$ cat src/rtl/capt_pkg.sv
package capt_pkg;

   typedef enum logic [1:0] {
      EDGE_RISE = 2'b00,
      EDGE_FALL = 2'b01,
      EDGE_ANY  = 2'b10,
      EDGE_NONE = 2'b11
   } edge_code_e;

   function automatic logic edge_hit(input edge_code_e code,
                                     input logic rise,
                                     input logic fall);
      logic hit;
      case (code)
         EDGE_RISE: hit = rise;
         EDGE_FALL: hit = fall;
         EDGE_ANY:  hit = rise | fall;
         default:   hit = 1'b0;
      endcase
      return hit;
   endfunction

endpackage

$ cat src/rtl/capt_sync.sv
module capt_sync #(
   parameter int STAGES = 2
) (
   input  logic clk,
   input  logic rst_n,
   input  logic d_async,
   output logic q_sync,
   output logic q_prev
);
   if (STAGES < 2) begin : g_bad_stages
      $error("capt_sync: STAGES must be at least 2");
   end

   logic [STAGES-1:0] chain;
   logic              hist;

   for (genvar i = 0; i < STAGES; i++) begin : g_stage
      if (i == 0) begin : g_first
         always_ff @(posedge clk or negedge rst_n) begin
            if (!rst_n) chain[0] <= 1'b0;
            else        chain[0] <= d_async;
         end
      end else begin : g_next
         always_ff @(posedge clk or negedge rst_n) begin
            if (!rst_n) chain[i] <= 1'b0;
            else        chain[i] <= chain[i-1];
         end
      end
   end

   always_ff @(posedge clk or negedge rst_n) begin
      if (!rst_n) hist <= 1'b0;
      else        hist <= chain[STAGES-1];
   end

   assign q_sync = chain[STAGES-1];
   assign q_prev = hist;
endmodule

$ cat src/rtl/capt_counter.sv
module capt_counter #(
   parameter int CNT_W = 10
) (
   input  logic             clk,
   input  logic             rst_n,
   input  logic             start,
   input  logic             adv,
   input  logic [CNT_W-1:0] period_val,
   output logic [CNT_W-1:0] cnt,
   output logic             wrap
);
   localparam logic [CNT_W-1:0] CNT_MAX = {CNT_W{1'b1}};

   logic [CNT_W-1:0] term;
   logic [CNT_W-1:0] cnt_d;

   always_comb begin
      term = (period_val == '0) ? CNT_MAX : period_val;
      wrap = adv && (cnt == term);
      if (start || wrap) cnt_d = '0;
      else if (adv)      cnt_d = cnt + 1'b1;
      else               cnt_d = cnt;
   end

   always_ff @(posedge clk or negedge rst_n) begin
      if (!rst_n) cnt <= '0;
      else        cnt <= cnt_d;
   end
endmodule

$ cat src/rtl/capt_flag.sv
module capt_flag (
   input  logic clk,
   input  logic rst_n,
   input  logic set,
   input  logic clr,
   output logic q
);
   always_ff @(posedge clk or negedge rst_n) begin
      if (!rst_n)   q <= 1'b0;
      else if (set) q <= 1'b1;
      else if (clr) q <= 1'b0;
   end
endmodule

$ cat src/rtl/capture_timer.sv
module capture_timer #(
   parameter int CNT_W       = 10,
   parameter int SYNC_STAGES = 2
) (
   input  logic             clk,
   input  logic             rst_n,
   input  logic             cap_pin,
   input  logic             run_en,
   input  logic             pause_en,
   input  logic [1:0]       edge_sel,
   input  logic [CNT_W-1:0] period_val,
   input  logic             cap_clr,
   input  logic             per_clr,
   output logic [CNT_W-1:0] cap_val,
   output logic             cap_flag,
   output logic             per_flag
);
   import capt_pkg::*;

   if (CNT_W < 2 || CNT_W > 32) begin : g_bad_width
      $error("capture_timer: CNT_W out of range 2..32");
   end

   logic             pin_s, pin_p;
   logic             rise, fall, cap_evt;
   logic             run_q, start, adv, wrap;
   logic [CNT_W-1:0] cnt;

   capt_sync #(.STAGES(SYNC_STAGES)) u_sync (
      .clk(clk), .rst_n(rst_n), .d_async(cap_pin),
      .q_sync(pin_s), .q_prev(pin_p)
   );

   always_ff @(posedge clk or negedge rst_n) begin
      if (!rst_n) run_q <= 1'b0;
      else        run_q <= run_en;
   end

   always_comb begin
      rise    = pin_s & ~pin_p;
      fall    = ~pin_s & pin_p;
      cap_evt = run_en & edge_hit(edge_code_e'(edge_sel), rise, fall);
      start   = run_en & ~run_q;
      adv     = run_en & run_q & ~pause_en;
   end

   capt_counter #(.CNT_W(CNT_W)) u_cnt (
      .clk(clk), .rst_n(rst_n), .start(start), .adv(adv),
      .period_val(period_val), .cnt(cnt), .wrap(wrap)
   );

   always_ff @(posedge clk or negedge rst_n) begin
      if (!rst_n)       cap_val <= '0;
      else if (cap_evt) cap_val <= cnt;
   end

   capt_flag u_cap_flag (
      .clk(clk), .rst_n(rst_n), .set(cap_evt), .clr(cap_clr), .q(cap_flag)
   );

   capt_flag u_per_flag (
      .clk(clk), .rst_n(rst_n), .set(wrap), .clr(per_clr), .q(per_flag)
   );
endmodule


$ cat config.mk
export PLATFORM = sky130hd
export DESIGN_NAME = capture_timer
export DESIGN_NICKNAME = d
export VERILOG_FILES = /design/src/rtl/capt_pkg.sv /design/src/rtl/capt_sync.sv /design/src/rtl/capt_counter.sv /design/src/rtl/capt_flag.sv /design/src/rtl/capture_timer.sv
export SDC_FILE = /design/constraint.sdc
export NUM_CORES = 1
export LEC_CHECK = 0
export ABC_AREA = 0
export BUFFER_PORTS_ARGS = -buffer_cell sky130_fd_sc_hd__buf_2
export CAP_MARGIN = 40
export CORE_MARGIN = 2
export CORE_UTILIZATION = 56
export CTS_BUF_LIST = sky130_fd_sc_hd__clkbuf_16
export CTS_CLUSTER_DIAMETER = 200
export CTS_CLUSTER_SIZE = 16
export DETAILED_ROUTE_END_ITERATION = 10
export PLACE_DENSITY_LB_ADDON = 0.08
export SETUP_SLACK_MARGIN = 0.5
export SYNTH_ARGS = -nofsm -noshare
export SYNTH_HDL_FRONTEND = slang
export SYNTH_SLANG_ARGS = --single-unit
$ cat constraint.sdc
create_clock -name clk -period 3 [get_ports clk]
set_input_delay 0.15 -clock clk [delete_from_list [all_inputs] [get_ports clk]]
set_output_delay 0.15 -clock clk [all_outputs]
set_load 0.02 [all_outputs]
* Word level (Yosys, flattened, before mapping) *
Index checks and enable logic that the tools add are counted.

cells by class
  add/subtract/negate cells = 1
  multiply operators = 0
  divide/modulo/power cells = 0
  magnitude comparators = 0
  eq/ne operators = 3
  shift-type cells = 0
  mux-type cells = 8
  bitwise logic cells = 11
  reduce and logical (&&, ||, !) cells = 7

operators with widths
  kind                     number
  $mux W10                 3
  $add A10 B1 Y10 const B  1
  $eq A10 B10 Y1           1
  $logic_not A10 Y1        1
  $and A1 B1 Y1            6
  $reduce_bool A2 Y1       3
  $mux W1                  4
  $not A1 Y1               4
  $pmux W1 S3              1
  $eq A2 B1 Y1 const B     1
  $eq A2 B2 Y1 const B     1
  $logic_not A2 Y1         1
  $logic_and A1 B1 Y1      1
  $logic_or A1 B1 Y1       1
  $or A1 B1 Y1             1

word-level totals
  register bits = 26
  latch bits = 0
  bits in writable memories = 0
  memory bits (read-only) = 0
  input port bits = 19
  output and inout bits = 12
  memories kept = 0

* Longest topological paths before layout *
Gate-level depths: netlist of the first run.

  depth after elaboration = 6
  mapped depth = 9
  depth with buffers taken out = 8

* Hierarchy *
Synthesis of the first run repeated with hierarchy kept, for this count alone.

second synthesis, totals
  cells, all modules = 122
  area, all modules = 1387.6 um^2

by module, submodules not included
  module         instances  cells each  area each (um^2)
  capt_counter   1          80          719.4
  capture_timer  1          33          520.5
  capt_sync      1          3           75.1
  capt_flag      2          3           36.3

* Least setup slack after synthesis of the first run *
Ideal clock, no wire load.

  path type = input to register
  from = input period_val[5]
  to = register u_cnt.cnt[0]
  setup time = 0.141 ns
  arrival time = 1.820 ns
  data required time = 2.859 ns
  slack = 1.039 ns
  stages = 5
  path buffers = 0
  cells stage by stage = or4_4 -> nor4_4 -> a31oi_1 -> o41ai_4 -> nor2_1

between the ends
  cells in the longest elaborated chain, start to end = 6
  elaborated cells on any way between the ends = 7
  those cells by class = 1 x eq/ne; 2 x mux; 4 x reduce/logical

ends and longest elaborated chain
  item                                            RTL line             source
  start, declared                                 capture_timer.sv:11  input logic [CNT_W-1:0] period_val,
  $logic_not A10 Y1                               capt_counter.sv:18   term = (period_val == '0) ? CNT_MAX : period_val;
  $mux W10 (*)                                    capt_counter.sv:18
  $eq A10 B10 Y1 (*)                              capt_counter.sv:19   wrap = adv && (cnt == term);
  $logic_and A1 B1 Y1 (*)                         capt_counter.sv:19
  $logic_or A1 B1 Y1 (*)                          capt_counter.sv:20   if (start || wrap) cnt_d = '0;
  $mux W10 or $reduce_bool A2 Y1 (tied branches)  --
  end signal, assigned                            capt_counter.sv:27   else cnt <= cnt_d;
  end, declared                                   capt_counter.sv:9    output logic [CNT_W-1:0] cnt,

Mark *: on every way between the ends. The rest lies on a longest branch, timed or not.
A chain may end at the register's enable or synchronous reset.

* Worst setup path after layout of the first run *
  from = input period_val[5]
  to = register u_cnt.cnt[2]

The elaborated chain is that of the path after synthesis.

==> impl_metrics.env, run 1 <==
export IMPL_worstReg2RegEnd="u_cnt.cnt[2]"
export IMPL_synth_enable_flop_cells=0
export IMPL_cts_root_to_sink_buffers=2
export IMPL_global_route_usage_total_pct=23.0
export IMPL_yosys_area_top_type_share_pct=50.7
export IMPL_yosys_cell_count_top_type="sky130_fd_sc_hd__dfrtp_1"
export IMPL_timing_final_crit_period_ns=2.07
export IMPL_detailedRoute_firstIterationViolations=30
export IMPL_worst_r2r_cell_count=6
export IMPL_synth_seq_cells=26
export IMPL_synth_area_top_cells="sky130_fd_sc_hd__dfrtp_1 (51%), sky130_fd_sc_hd__xnor2_1 (4.8%), sky130_fd_sc_hd__nor2_1 (4.4%), sky130_fd_sc_hd__nand2_1 (4.1%), sky130_fd_sc_hd__o21ai_0 (3.5%)"
export IMPL_antenna_diode_count=0
export IMPL_yosysWarnings=0
export IMPL_maxSlewHeadroom_pct=61.0
export IMPL_worstHoldStart="run_en"
export IMPL_layout_filler_cells=170
export IMPL_min_period_over_period_pct=69.0
export IMPL_postCtsResizedCells=0
export IMPL_swShare_pct=22.9
export IMPL_grt_overflow=0
export IMPL_cts_buffers_inserted=3
export IMPL_ctsHtreeMaxLevel=1
export IMPL_design_die_area_um2=2690
export IMPL_worstMarginPinSlew_ns=0.582
export IMPL_ir_worst_vdd_uv=414
export IMPL_timing_hold_worst_endpoint="run_q"
export IMPL_cts_num_sinks=26
export IMPL_grt_pass1_vias=1015
export IMPL_tns_ns=0
export IMPL_clk_insertion_delay_late_ns=0.25
export IMPL_area_of_all_placed_cells_without_fillers_um2=1560
export IMPL_synth_top_area_cell="sky130_fd_sc_hd__dfrtp_1"
export IMPL_drt_pass1_iterations=4
export IMPL_path_buf_inv=1
export IMPL_detailed_place_area_um2=1460
export IMPL_static_leak_nw=0.766
export IMPL_sequential_cell_area_um2=651
export IMPL_endpoint_kind="flip-flop"
export IMPL_setup_worst_path_start_class="input pin"
export IMPL_area_growth_pct=21.6
export IMPL_hold_path_class="in -> reg"
export IMPL_crit_family="simple AND/OR/NAND/NOR gates"
export IMPL_worst_hold_slack_ns=0.0580
export IMPL_chipHeight_um=51.9
export IMPL_syn_nets=150
export IMPL_crit_path_max_fanout=10
export IMPL_hold_viol=0
export IMPL_criticalPathCategory="in -> reg"
export IMPL_grt_first_pass_wirelength_mm=4.50
export IMPL_gr_usage_met3_pct=4.31
export IMPL_arrival_time_at_the_worst_endpoint_ns=2.19
export IMPL_p_clk_share_pct=38.2
export IMPL_global_route_peak_usage_layer="met2"
export IMPL_netSwitchingPower_w=0.000171
export IMPL_power_share_sequential_pct=50.3
export IMPL_dr_total_vias=1063
export IMPL_dominantRegCellSynth="sky130_fd_sc_hd__dfrtp_1"
export IMPL_drv_max_cap_violation_count=0
export IMPL_core_area_um2=2190
export IMPL_internal_power_w=0.000577
export IMPL_power_frac_comb_pct=11.4
export IMPL_worstPathRequired_ns=3.12
export IMPL_result_of_the_run="finished, final reports clean"
export IMPL_final_layout_size_suffix_gt1_share_pct=25.3
export IMPL_worstHoldPathCells=1
export IMPL_grt_start_max_net_pins=27
export IMPL_fin_total_pwr_w=0.000749
export IMPL_clock_tree_from_tritoncts="built"
export IMPL_cpPeakStageDelay_ns=0.66
export IMPL_power_density_nw_per_um2=480
export IMPL_syn_inst=128
export IMPL_wire_per_inst_um=13.9
export IMPL_routed_wl_mm=2.65
export IMPL_num_nets_final=185
export IMPL_buffer_cell_driving_the_clock_tree_root="sky130_fd_sc_hd__clkbuf_16"
export IMPL_ys_async_sr_fraction_pct=100
export IMPL_global_route_usage_met2_pct=38.8
export IMPL_port_buffer_count=30
export IMPL_clk_pin_slew_worst_paths_ns=0.06
export IMPL_timing_critical_path_slowest_stage_cell="sky130_fd_sc_hd__o41ai_4"
export IMPL_final_setup_skew_ns=0.00197
export IMPL_timing_critical_path_from="period_val[5]"
export IMPL_rsz0062_at_grt="false"
export IMPL_regToRegSetupSlack_ns=1.07
export IMPL_post_cts_setup_buffers=0
export IMPL_synthDistinctLibCells=27
export IMPL_drc_violation_count_after_routing=0
export IMPL_drv_slew=0
export IMPL_timing_final_setup_violations=0
export IMPL_postCtsHoldBufs=2
export IMPL_initial_cell_density_of_the_core_pct=58.5
export IMPL_area_of_combinational_cells_with_multiple_inputs_um2=579
export IMPL_drt_antenna_violating_nets=0
export IMPL_seq_area_frac_synth_pct=50.7
export IMPL_dp_hpwl_mm=1.94
export IMPL_final_replace_weighted_congestion=0.929
export IMPL_synthesis_area_um2=1280
export IMPL_detail_route_vias_per_cell=5.59
export IMPL_cp_cell_sequence="buf_2 > or4_4 > nor4_4 > a31oi_1 > o41ai_4 > nor2_1"
export IMPL_synth_cells_most_frequent="sky130_fd_sc_hd__dfrtp_1 (26), sky130_fd_sc_hd__nor2_1 (15), sky130_fd_sc_hd__nand2_1 (14)"
export IMPL_syn_mean_instance_area_um2=10.0
export IMPL_die_w_um=51.9
export IMPL_antenna_found_initial=0
export IMPL_achievable_frequency_ghz=0.483
export IMPL_final_setup_worst_slack_ns=0.930
export IMPL_std_cell_rows=17
export IMPL_post_placement_setup_slack_ns=0.690
export IMPL_pin_count=31
export IMPL_met1_usage_pct=29.6
export IMPL_rr_startpoint="u_cnt.cnt[1]"
state kept, by name, summed over array words and instances, names as in the netlist:
signal and count:
u_sync.q_sync 1, u_cnt.cnt 10, run_q 1, u_per_flag.q 1, u_sync.q_prev 1, u_sync.chain 1
u_cap_flag.q 1, cap_val 10
power by group through the flow:
| stage | combinational, W | sequential (W) | clock [W] |
|---|---|---|---|
| 5_1_grt | 0.0000963 | 0.000379 | 0.000310 |
| 4_1_cts | 0.0000866 | 0.000377 | 0.000291 |
| 3_5_place_dp | 0.0000841 | 0.000383 | 0 |
| 6_report | 0.0000857 | 0.000377 | 0.000286 |
| 3_3_place_gp | 0.0000818 | 0.000382 | 0 |
| 2_1_floorplan | 0.0000374 | 0.000390 | 0 |
layer usage:
layer | routed length (um) | vias up
li1 | - | 511
met1 | 1140 | 498
met2 | 1310 | 52
met3 | 187 | 2
met4 | 17 | 0
met5 | 0 | -
per-stage QoR:
stage | instances | util [%]
2_1_floorplan | 128 | -
3_3_place_gp | 184 | 66.6
3_5_place_dp | 184 | 66.6
4_1_cts | 190 | 71.2
5_1_grt | 190 | 71.2
6_report | 190 | 71.2
worst register-to-register path, cell delays in order, from the launching register on:
cell and delay [ns]:
sky130_fd_sc_hd__dfrtp_1 0.41, sky130_fd_sc_hd__inv_1 0.13, sky130_fd_sc_hd__o22ai_1 0.10, sky130_fd_sc_hd__nor4_1 0.26, sky130_fd_sc_hd__a31oi_1 0.12, sky130_fd_sc_hd__o41ai_4 0.66, sky130_fd_sc_hd__nor2_1 0.11
kinds of logic (layout without fill, tap and decap cells):
group,after synthesis,after routing,share of synthesized area [%]
and+or+nand+nor,49,49,19.3
DFF,26,26,50.7
AOI/OAI and AO/OA,20,20,11.1
buffers and inverters,14,48,4.10
xor gates and xnor gates,11,11,7.51
muxes,5,5,4.29
adders and majority gates,3,3,2.93
cell type report:
| cell class | instances | share of cell area [%] |
|---|---|---|
| Timing Repair Buffer | 32 | 10.9 |
| Tap cell | 28 | 2.25 |
| Multi-Input combinational cell | 88 | 37.2 |
| Clock inverter | 1 | 0.241 |
| Clock buffer | 3 | 4.82 |
| Sequential cell | 26 | 41.7 |
| Inverter | 12 | 2.89 |
cells in the final DEF, fill, tap and decap left out, types with 4 or more instances in the layout:
master / netlist / layout
sky130_fd_sc_hd__buf_2: 0 / 30
sky130_fd_sc_hd__dfrtp_1: 26 / 26
sky130_fd_sc_hd__inv_1: 12 / 12
sky130_fd_sc_hd__mux2_2: 4 / 4
sky130_fd_sc_hd__nand2_1: 14 / 14
sky130_fd_sc_hd__nand3_1: 6 / 6
sky130_fd_sc_hd__nor2_1: 15 / 15
sky130_fd_sc_hd__o21ai_0: 9 / 9
sky130_fd_sc_hd__xnor2_1: 7 / 7
sky130_fd_sc_hd__xor2_1: 4 / 4
worst max-delay path by stage:
| stage | to | slack [ns] | depth (start not counted) |
|---|---|---|---|
| finish | u_cnt.cnt[2] | 0.93 | 6 |
| global route | u_cnt.cnt[3] | 0.80 | 6 |
| CTS | u_cnt.cnt[4] | 0.93 | 6 |
| detailed placement | u_cnt.cnt[2] | 0.69 | 6 |
| global placement | u_cnt.cnt[8] | 0.75 | 6 |
| floorplan | u_cnt.cnt[0] | 1.04 | 5 |
Power figures use the tool's default switching activity.
==> run 2: changes to the inputs <==
- CORE_UTILIZATION: 56 -> 52
- clock period: 3 -> 2 ns (I/O delays scaled with it)
==> run 2 against run 1 <==
  * Hold slack got worse by 0.051 ns
  * Total power is 65% higher
  * Clock power up 56%
  * Sequential cell count did not move
  * Critical endpoint is now u_per_flag.q
==> impl_metrics.env, run 2 (same netlist as run 1, synthesis figures left out) <==
export IMPL_maxSlewHeadroom_pct=60.9
export IMPL_reg_top3="cap_val (10), u_cnt.cnt (10)"
export IMPL_drv_slew=0
export IMPL_p_clk_share_pct=36.1
export IMPL_hold_path_class="in -> reg"
export IMPL_cts_buffers_inserted=3
export IMPL_worstHoldStart="cap_clr"
export IMPL_arrival_time_at_the_worst_endpoint_ns=2.15
export IMPL_top_library_cells_by_usage_in_the_layout_fill_and_taps_aside="sky130_fd_sc_hd__buf_2 (26), sky130_fd_sc_hd__dfrtp_1 (24), sky130_fd_sc_hd__buf_4 (21), sky130_fd_sc_hd__inv_1 (10)"
export IMPL_grt_first_pass_wirelength_mm=5.00
export IMPL_min_period_over_period_pct=98.3
export IMPL_swShare_pct=25.7
export IMPL_rr_startpoint="u_cnt.cnt[3]"
export IMPL_global_route_usage_total_pct=24.6
export IMPL_drc_violation_count_after_routing=0
export IMPL_static_leak_nw=0.974
export IMPL_detail_route_vias_per_cell=6.05
export IMPL_grt_overflow=0
export IMPL_gr_usage_met3_pct=2.78
export IMPL_endpoint_kind="flip-flop"
export IMPL_power_share_sequential_pct=46.2
export IMPL_area_growth_pct=56.0
export IMPL_core_area_um2=2280
export IMPL_achievable_frequency_ghz=0.509
export IMPL_area_of_combinational_cells_with_multiple_inputs_um2=754
export IMPL_ctsHtreeMaxLevel=1
export IMPL_antenna_diode_count=0
export IMPL_drt_pass1_iterations=4
export IMPL_design_die_area_um2=2880
export IMPL_layout_filler_cells=100
export IMPL_grt_start_max_net_pins=27
export IMPL_clock_tree_from_tritoncts="built"
export IMPL_antenna_found_initial=0
export IMPL_netSwitchingPower_w=0.000318
export IMPL_met1_usage_pct=29.9
export IMPL_dr_total_vias=1306
export IMPL_initial_cell_density_of_the_core_pct=56.3
export IMPL_final_replace_weighted_congestion=0.833
export IMPL_timing_hold_worst_endpoint="u_cap_flag.q"
export IMPL_std_cell_rows=17
export IMPL_final_layout_size_suffix_gt1_share_pct=52.7
export IMPL_path_buf_inv=1
export IMPL_buffer_cell_driving_the_clock_tree_root="sky130_fd_sc_hd__clkbuf_16"
export IMPL_hold_viol=0
export IMPL_grt_pass1_vias=1100
export IMPL_timing_final_crit_period_ns=1.97
export IMPL_cts_root_to_sink_buffers=2
export IMPL_worstReg2RegEnd="u_per_flag.q"
export IMPL_cts_num_sinks=26
export IMPL_drt_antenna_violating_nets=0
export IMPL_finish_utilization_pct=87.9
export IMPL_timing_final_setup_violations=0
export IMPL_timing_critical_path_slowest_stage_cell="sky130_fd_sc_hd__or4_1"
export IMPL_result_of_the_run="finished, final reports clean"
export IMPL_cp_cell_sequence="inv_1 > o22ai_1 > nor4_1 > a31oi_1 > or4_1 > o21ai_0"
export IMPL_clk_insertion_delay_late_ns=0.26
export IMPL_worstMarginPinSlew_ns=0.587
export IMPL_global_route_peak_usage_layer="met2"
export IMPL_die_w_um=53.7
export IMPL_dp_hpwl_mm=2.01
export IMPL_tns_ns=0
export IMPL_global_route_usage_met2_pct=44.5
export IMPL_detailedRoute_firstIterationViolations=43
export IMPL_cpPeakStageDelay_ns=0.57
export IMPL_pin_count=31
export IMPL_crit_family="simple AND/OR/NAND/NOR gates"
export IMPL_rsz0062_at_grt="true"
export IMPL_power_frac_comb_pct=17.7
export IMPL_final_setup_skew_ns=0.00225
export IMPL_setup_worst_path_start_class="flip-flop"
export IMPL_wire_per_inst_um=19.6
export IMPL_ir_worst_vdd_uv=658
export IMPL_worstPathRequired_ns=2.19
export IMPL_port_buffer_count=30
export IMPL_crit_path_max_fanout=5
export IMPL_criticalPathCategory="reg -> reg"
export IMPL_routed_wl_mm=4.24
export IMPL_drv_max_cap_violation_count=0
export IMPL_final_common_cell="sky130_fd_sc_hd__buf_2"
export IMPL_num_nets_final=211
export IMPL_chipHeight_um=53.7
export IMPL_worstHoldPathCells=2
export IMPL_power_density_nw_per_um2=619
export IMPL_internal_power_w=0.000920
export IMPL_clk_pin_slew_worst_paths_ns=0.06
export IMPL_sequential_cell_area_um2=653
export IMPL_worst_r2r_cell_count=6
export IMPL_regToRegSetupSlack_ns=0.03
==> run 2: cell count changes in the layout (fill, tap and decap cells not counted), sizes merged <==
cell / delta
buf: +26
==> run 2: worst register-to-register path: stages, from the launching register on <==
cell                      delay [ns]
sky130_fd_sc_hd__dfrtp_1        0.45
sky130_fd_sc_hd__inv_1          0.15
sky130_fd_sc_hd__o22ai_1        0.11
sky130_fd_sc_hd__nor4_1         0.36
sky130_fd_sc_hd__a31oi_1        0.15
sky130_fd_sc_hd__or4_1          0.57
sky130_fd_sc_hd__o21ai_0        0.09
==> run 2: worst max-delay path by stage <==
| stage | from | endpoint | slack (ns) | cells after the start |
|---|---|---|---|---|
| after CTS | period_val[2] | u_cnt.cnt[6] | 0.20 | 8 |
| after detailed placement | period_val[5] | u_cnt.cnt[4] | -0.23 | 6 |
| after global placement | period_val[5] | u_cnt.cnt[5] | -0.15 | 6 |
| after global routing | period_val[4] | u_cnt.cnt[4] | -0.02 | 8 |
| final | u_cnt.cnt[3] | u_per_flag.q | 0.03 | 6 |
| after floorplan | period_val[5] | u_cnt.cnt[0] | 0.11 | 5 |
==> run 2: cell type report <==
class                   count  area share, %
multi-input cells          88           37.7
flip-flops and latches     26           32.6
repair buffers             58           21.7
clock buffers               3           3.75
inverters                  12           2.25
well taps                  28           1.75
clock inverters             1          0.188
==> run 2: metal layers <==
layer / share of wire, % / vias to the layer above
met1: 36 / 629
li1: - / 567
met5: 0 / -
met2: 50 / 85
met4: 4.8 / 0
met3: 8.6 / 25
==> run 2: timing repair <==
item,CTS,global route
resized for setup,32,28
cloned,2,0
endpoints found under the setup margin,22,22
pin swaps,21,15
setup buffers,7,10
endpoints found under the hold margin,27,0
hold buffers,2,0
==> run 2: stage by stage <==
step | hold slack, ns | area (um^2) | cells | total power, W | setup WS [ns]
2_1_floorplan | -0.196 | 1290 | 128 | 0.000646 | 0.115
3_3_place_gp | 0.118 | 1520 | 191 | 0.000710 | -0.153
3_5_place_dp | 0.125 | 1520 | 191 | 0.000714 | -0.230
4_1_cts | 0.00849 | 1810 | 206 | 0.00119 | 0.197
5_1_grt | 0.00812 | 2000 | 216 | 0.00128 | -0.0156
6_report | 0.00714 | 2000 | 216 | 0.00124 | 0.0339
==> run 2: power by group through the flow <==
stage	clock, W	sequential [W]	combinational, W
2_1_floorplan	0	0.000585	0.0000606
6_report	0.000447	0.000572	0.000219
4_1_cts	0.000441	0.000566	0.000178
3_5_place_dp	0	0.000575	0.000140
5_1_grt	0.000475	0.000573	0.000234
3_3_place_gp	0	0.000573	0.000136
